[src/rtl/insn_dec_pkg.sv]
package insn_dec_pkg;
  localparam int unsigned IW    = 32;
  localparam int unsigned RIDX  = 4;
  localparam int unsigned FUNCW = 5;
  localparam int unsigned BTW   = 4;
  localparam int unsigned AMW   = 6;
  localparam int unsigned RAWIW = 20;

  typedef enum logic [1:0] {
    CAT_LOAD  = 2'd0,
    CAT_STORE = 2'd1,
    CAT_ARITH = 2'd2,
    CAT_FLOW  = 2'd3
  } cat_e;

  typedef enum logic [2:0] {
    BK_NONE = 3'd0,
    BK_BEQZ = 3'd1,
    BK_BNEZ = 3'd2,
    BK_JUMP = 3'd3,
    BK_JREG = 3'd4,
    BK_JSUB = 3'd5
  } brk_e;

  localparam logic [FUNCW-1:0] FN_NOP  = 5'b11111;
  localparam logic [BTW-1:0]   BT_JSUB = 4'b1000;

  function automatic logic func_legal(input logic [FUNCW-1:0] f);
    case (f)
      5'b00000, 5'b00001, 5'b00100, 5'b00101, 5'b00110, 5'b00111,
      5'b01000, 5'b01001, 5'b01010, 5'b01011, 5'b01100, 5'b01101,
      5'b10000, 5'b10010, 5'b11000, 5'b11100, 5'b11111: return 1'b1;
      default: return 1'b0;
    endcase
  endfunction

  function automatic brk_e type_kind(input logic [BTW-1:0] t);
    case (t)
      4'b0001: return BK_BEQZ;
      4'b0010: return BK_BNEZ;
      4'b0100: return BK_JUMP;
      4'b0110: return BK_JREG;
      4'b1000: return BK_JSUB;
      default: return BK_NONE;
    endcase
  endfunction
endpackage

[src/rtl/dec_fields.sv]
module dec_fields
  import insn_dec_pkg::*;
#(
  parameter int unsigned XLEN     = 32,
  parameter int unsigned LINK_REG = 15
) (
  input  logic [IW-1:0]    insn,
  output cat_e             cat,
  output logic [RIDX-1:0]  rd,
  output logic [RIDX-1:0]  rs1,
  output logic [RIDX-1:0]  rs2,
  output logic [XLEN-1:0]  imm,
  output logic [AMW-1:0]   amode,
  output logic [FUNCW-1:0] func,
  output logic [BTW-1:0]   btype,
  output logic             imm_flag
);
  logic [RAWIW-1:0] imm_raw;

  always_comb begin
    cat      = cat_e'(insn[31:30]);
    rd       = '0;
    rs1      = '0;
    rs2      = '0;
    imm_raw  = '0;
    amode    = '0;
    func     = '0;
    btype    = '0;
    imm_flag = 1'b0;
    unique case (cat)
      CAT_LOAD: begin
        amode   = insn[29:24];
        rd      = insn[23:20];
        rs1     = insn[19:16];
        imm_raw = RAWIW'(insn[15:0]);
      end
      CAT_STORE: begin
        amode   = insn[29:24];
        rs2     = insn[23:20];
        rs1     = insn[19:16];
        imm_raw = RAWIW'(insn[15:0]);
      end
      CAT_ARITH: begin
        func     = insn[29:25];
        imm_flag = insn[24];
        rd       = insn[23:20];
        rs1      = insn[19:16];
        rs2      = insn[15:12];
        imm_raw  = RAWIW'(insn[11:0]);
      end
      CAT_FLOW: begin
        btype   = insn[29:26];
        amode   = AMW'(insn[25:24]);
        rs1     = insn[23:20];
        imm_raw = insn[19:0];
        if (insn[29:26] == BT_JSUB) rd = RIDX'(LINK_REG);
      end
      default: ;
    endcase
  end

  generate
    if (XLEN > RAWIW) begin : g_wide
      assign imm = {{(XLEN-RAWIW){1'b0}}, imm_raw};
    end else begin : g_narrow
      assign imm = imm_raw[XLEN-1:0];
    end
  endgenerate
endmodule

[src/rtl/dec_classify.sv]
module dec_classify
  import insn_dec_pkg::*;
(
  input  cat_e             cat,
  input  logic [FUNCW-1:0] func,
  input  logic [BTW-1:0]   btype,
  output logic             is_nop,
  output logic             word_bad,
  output brk_e             kind_raw
);
  logic fn_ok;
  brk_e tk;

  always_comb begin
    fn_ok    = func_legal(func);
    tk       = type_kind(btype);
    is_nop   = (cat == CAT_ARITH) && (func == FN_NOP);
    kind_raw = (cat == CAT_FLOW) ? tk : BK_NONE;
    word_bad = ((cat == CAT_ARITH) && !fn_ok) ||
               ((cat == CAT_FLOW)  && (tk == BK_NONE));
  end
endmodule

[src/rtl/dec_ctrl.sv]
module dec_ctrl
  import insn_dec_pkg::*;
(
  input  logic valid,
  input  cat_e cat,
  input  logic imm_flag,
  input  logic is_nop,
  input  logic word_bad,
  input  brk_e kind_raw,
  output logic reg_we,
  output logic mem_rd,
  output logic mem_wr,
  output logic use_imm,
  output brk_e br_kind,
  output logic stall,
  output logic illegal
);
  logic live;

  always_comb begin
    live    = valid && !word_bad;
    illegal = valid && word_bad;
    mem_rd  = live && (cat == CAT_LOAD);
    mem_wr  = live && (cat == CAT_STORE);
    stall   = live && is_nop;
    br_kind = live ? kind_raw : BK_NONE;
    use_imm = live && ((cat == CAT_LOAD) || (cat == CAT_STORE) ||
                       ((cat == CAT_ARITH) && imm_flag && !is_nop));
    reg_we  = live && ((cat == CAT_LOAD) ||
                       ((cat == CAT_ARITH) && !is_nop) ||
                       (kind_raw == BK_JSUB));
  end
endmodule

[src/rtl/insn_field_decoder.sv]
module insn_field_decoder
  import insn_dec_pkg::*;
#(
  parameter int unsigned XLEN     = 32,
  parameter int unsigned LINK_REG = 15
) (
  input  logic             valid_i,
  input  logic [31:0]      insn_i,
  output logic [1:0]       cat_o,
  output logic [3:0]       rd_o,
  output logic [3:0]       rs1_o,
  output logic [3:0]       rs2_o,
  output logic [XLEN-1:0]  imm_o,
  output logic [5:0]       amode_o,
  output logic [4:0]       func_o,
  output logic [3:0]       btype_o,
  output logic             reg_we_o,
  output logic             mem_rd_o,
  output logic             mem_wr_o,
  output logic             use_imm_o,
  output logic [2:0]       br_kind_o,
  output logic             stall_o,
  output logic             illegal_o
);
  cat_e cat_w;
  logic imm_flag_w;
  logic is_nop_w;
  logic word_bad_w;
  brk_e kind_raw_w;
  brk_e br_kind_w;

  dec_fields #(.XLEN(XLEN), .LINK_REG(LINK_REG)) u_fields (
    .insn     (insn_i),
    .cat      (cat_w),
    .rd       (rd_o),
    .rs1      (rs1_o),
    .rs2      (rs2_o),
    .imm      (imm_o),
    .amode    (amode_o),
    .func     (func_o),
    .btype    (btype_o),
    .imm_flag (imm_flag_w)
  );

  dec_classify u_class (
    .cat      (cat_w),
    .func     (func_o),
    .btype    (btype_o),
    .is_nop   (is_nop_w),
    .word_bad (word_bad_w),
    .kind_raw (kind_raw_w)
  );

  dec_ctrl u_ctrl (
    .valid    (valid_i),
    .cat      (cat_w),
    .imm_flag (imm_flag_w),
    .is_nop   (is_nop_w),
    .word_bad (word_bad_w),
    .kind_raw (kind_raw_w),
    .reg_we   (reg_we_o),
    .mem_rd   (mem_rd_o),
    .mem_wr   (mem_wr_o),
    .use_imm  (use_imm_o),
    .br_kind  (br_kind_w),
    .stall    (stall_o),
    .illegal  (illegal_o)
  );

  assign cat_o     = cat_w;
  assign br_kind_o = br_kind_w;
endmodule

[config.mk]
export PLATFORM = sky130hd
export DESIGN_NAME = insn_field_decoder
export DESIGN_NICKNAME = d
export VERILOG_FILES = /design/src/rtl/insn_dec_pkg.sv /design/src/rtl/dec_fields.sv /design/src/rtl/dec_classify.sv /design/src/rtl/dec_ctrl.sv /design/src/rtl/insn_field_decoder.sv
export SDC_FILE = /design/constraint.sdc
export NUM_CORES = 1
export LEC_CHECK = 0
export ABC_AREA = 1
export CORE_MARGIN = 2
export CORE_UTILIZATION = 28
export DETAILED_ROUTE_END_ITERATION = 8
export PLACE_DENSITY = 0.88
export SYNTH_ARGS = -nofsm -noshare
export SYNTH_HDL_FRONTEND = slang
export SYNTH_HIERARCHICAL = 1
export SYNTH_SLANG_ARGS = --single-unit
[constraint.sdc]
create_clock -name vclk -period 1.95
set_input_delay 0.2925 -clock vclk [all_inputs]
set_output_delay 0.2925 -clock vclk [all_outputs]
set_load 0.1 [all_outputs]
==> metrics.md <==
| Metric | Value |
|---|---|
| Fill count | `~220` |
| Syn_area_per_cell | `approximately 5.1 um^2` |
| Fin crit period | `2350 ps` |
| Crit-path max cell delay | `220 ps` |
| Count of input and output buffers | `67` |
| Crit-path max FO | `4` |
| Post-DR vias/cell | `4.42` |
| Die H | `63.7 um` |
| Cts hold-fix bufs | `0` |
| Drt pass-1 iters | `4` |
| Critical Path Source Type | `primary input` |
| N_diodes | `0` |
| Arrival time worst endpoint | `roughly 2100 ps` |
| Data required time of the worst path | `1660 ps` |
| CP Capture Type | `output port` |
| Initial antenna violation count | `0` |
| Post-DRT Antenna Nets | `0` |
| Mux share of post-synthesis cell area | `between 1 and 1.5%` |
| FMAX | `~430 MHz` |
| Power Dens Cells | `~390 nW/um^2` |
| Flop pwr share | `0%` |
| Worst hold start | `insn_i[2]` |
| Setup violations, final | `9` |
| Post-Synth Adder-Cell Area | `~10%` |
| Final Max Tran Viols | `0` |
| Final core utilization | `between 70% and 80%` |
| Status | `complete, but fails checks` |
| Starting density of the core | `29.5%` |
| Largest family of logic cells by synthesized area | `simple AND/OR/NAND/NOR gates` |
| Layout area overhead | `158%` |
| Aggregate global routing overflow | `0` |
| Share of cells above drive strength 1 | `between 50 and 60%` |
| Sequential fraction of the synthesis area | `0%` |
| Power share of the clock group | `0%` |
| Sum of negative setup slack | `-3380 ps` |
| WL/cell | `roughly 12 um` |
| Seq cells | `0` |
| XOR/XNOR Fraction of Synth Area | `0%` |
| DIE AREA | `between 4000 and 5000 um^2` |
| Leak pwr | `about 1.2 nW` |
| Nets | `roughly 320` |
| Fin. Hold Viols | `0` |
| Worst path cell trace | `buf_8 -> inv_4 -> ha_4 -> nand2_4 -> clkinvlp_4 -> inv_2 -> ha_4 -> nand2_2 -> nand2_2 -> nor2_1 -> o21ai_1 -> nand2_1 -> nand2_2 -> nor2_4 -> nand2_4 -> nor2_4 -> buf_12` |
| Switching Fraction | `between 60% and 70%` |
| Vias in the first global route | `approximately 1.5k` |
| Largest net degree at the start of global routing | `10` |
| RD Place Congestion | `just under 0.8` |
| RSZ-0062 raised after global routing | `true` |
| Synthesized instance count | `between 150 and 200` |
| GRT Overall Usage | `~20%` |
| HPWL after DPL | `around 3.3 mm` |
| CP max-delay cell | `ha_4` |
| Switching Power | `0.000671 W` |
| Placement Rows | `21` |
| Final period util | `120%` |
| Netlist cell types | `22` |
| Starting DRC count in detailed routing | `44` |
| Core area | `~3400 um^2` |
| Comb pwr share | `100.0%` |
| Global-route wire length before repair | `between 6 and 7 mm` |
| Ports | `roughly 100` |
| Clock buffer count | `0` |
| Post-route setup slack | `-397 ps` |
| Die width | `~64 um` |
| Routed WL | `approximately 4.1 mm` |
| Crit path from | `insn_i[30]` |
| Synth Area in Simple Gates | `between 30% and 40%` |
| Peak supply drop | `roughly 0.00027 V` |
| Via Count | `~1.4k` |
| WS Path Type | `primary input to output port` |
| Complex-gate fraction of the synthesized area | `a little over a tenth` |
| Hold Path Class | `primary input to output port` |
| Post-Syn Area | `between 900 and 1000 um^2` |
| Max Cap Violations | `0` |
| Failing checks | `negative setup slack` |
| Synthesis Warnings | `6` |
| Storage element area | `0 um^2` |
| Top cell by count, worst path | `nand2_2` |
| P_int | `approximately 0.00033 W` |
| Drt drc | `0` |
-- cell type report --
cell class	count	area [um^2]	area share, %
inverter	45	196	7.63
multi-input combinational	132	896	34.8
timing repair buffer	104	1430	55.4
tap	46	57.6	2.23
-- power groups by stage --
stage	Clock [W]	Sequential (W)	Combinational, W
global route	0	0	0.00103
finish	0	0	0.00100
CTS	0	0	0.000989
detailed placement	0	0	0.000965
global placement	0	0	0.000950
floorplan	0	0	0.000756
-- routing by layer --
| layer | track usage [%] | vias up | share of wire [%] |
|---|---|---|---|
| li1 | - | 704 | - |
| met1 | 18.4 | 659 | 32 |
| met2 | 41.7 | 65 | 58 |
| met3 | 3.57 | 16 | 6.7 |
| met4 | 5.43 | 0 | 2.9 |
| met5 | 0 | - | 0 |
-- worst paths after layout --
check	end	cells after the start
setup / recovery	mem_rd_o	17
hold / removal	imm_o[2]	0
-- synthesized netlist by cell type (all sizes together) --
library cell	instances	area, um^2
nand2	57	224
inv	45	169
buf	29	216
nor2	29	124
a21oi	10	50.1
ha	8	100
o21ai	5	28.8
a21boi	4	30.0
nand3	4	25.0
and2	1	8.76
conb	1	3.75
mux2	1	11.3
nor3b	1	7.51
-- stage by stage --
step	instance area [um^2]	setup slack (ps)	power, W	instances	hold slack, ps
after floorplan	1230	-1120	0.000756	206	797
after global routing	2580	-496	0.00103	327	585
after CTS	2540	-352	0.000989	326	586
after detailed placement	2420	-863	0.000965	320	586
after global placement	2420	-803	0.000950	320	586
final	2580	-397	0.00100	327	585
-- worst max-delay path: cells and delay by family --
family	cells	cell delay, ps
simple gates	9	820
buf+inv	5	450
fa+ha+maj	2	390
compound gates	1	90
-- cell families after synthesis --
family / count (synthesis)
buffers and inverters: 74
adder cells (fa/ha/maj): 8
multiplexers: 1
other: 1
AO/OA/AOI/OAI: 19
AND/OR/NAND/NOR: 92
-- cell usage in the layout (no fill, tap or decap), types with 4 or more instances in the layout --
master / synthesis / final
conb_1: 1 / 12
inv_2: 1 / 5
nor2_1: 25 / 8
buf_12: 0 / 46
ha_1: 8 / 5
inv_1: 44 / 32
buf_6: 1 / 5
clkinvlp_4: 0 / 6
nor2_4: 1 / 8
nand2_4: 0 / 4
clkdlybuf4s50_1: 0 / 14
nand2_2: 4 / 10
a21boi_2: 0 / 4
nor2_2: 3 / 13
a21oi_4: 0 / 4
nand2_1: 53 / 43
a21oi_2: 0 / 4
buf_4: 26 / 33
-- what timing repair did --
action                     in CTS  in global routing
gates resized for setup        40                  9
setup endpoints to repair      41                 10
setup buffers                   6                  1
pin swaps                      10                  4
hold endpoints to repair        0                  0
(Power assumes the default switching activity.)
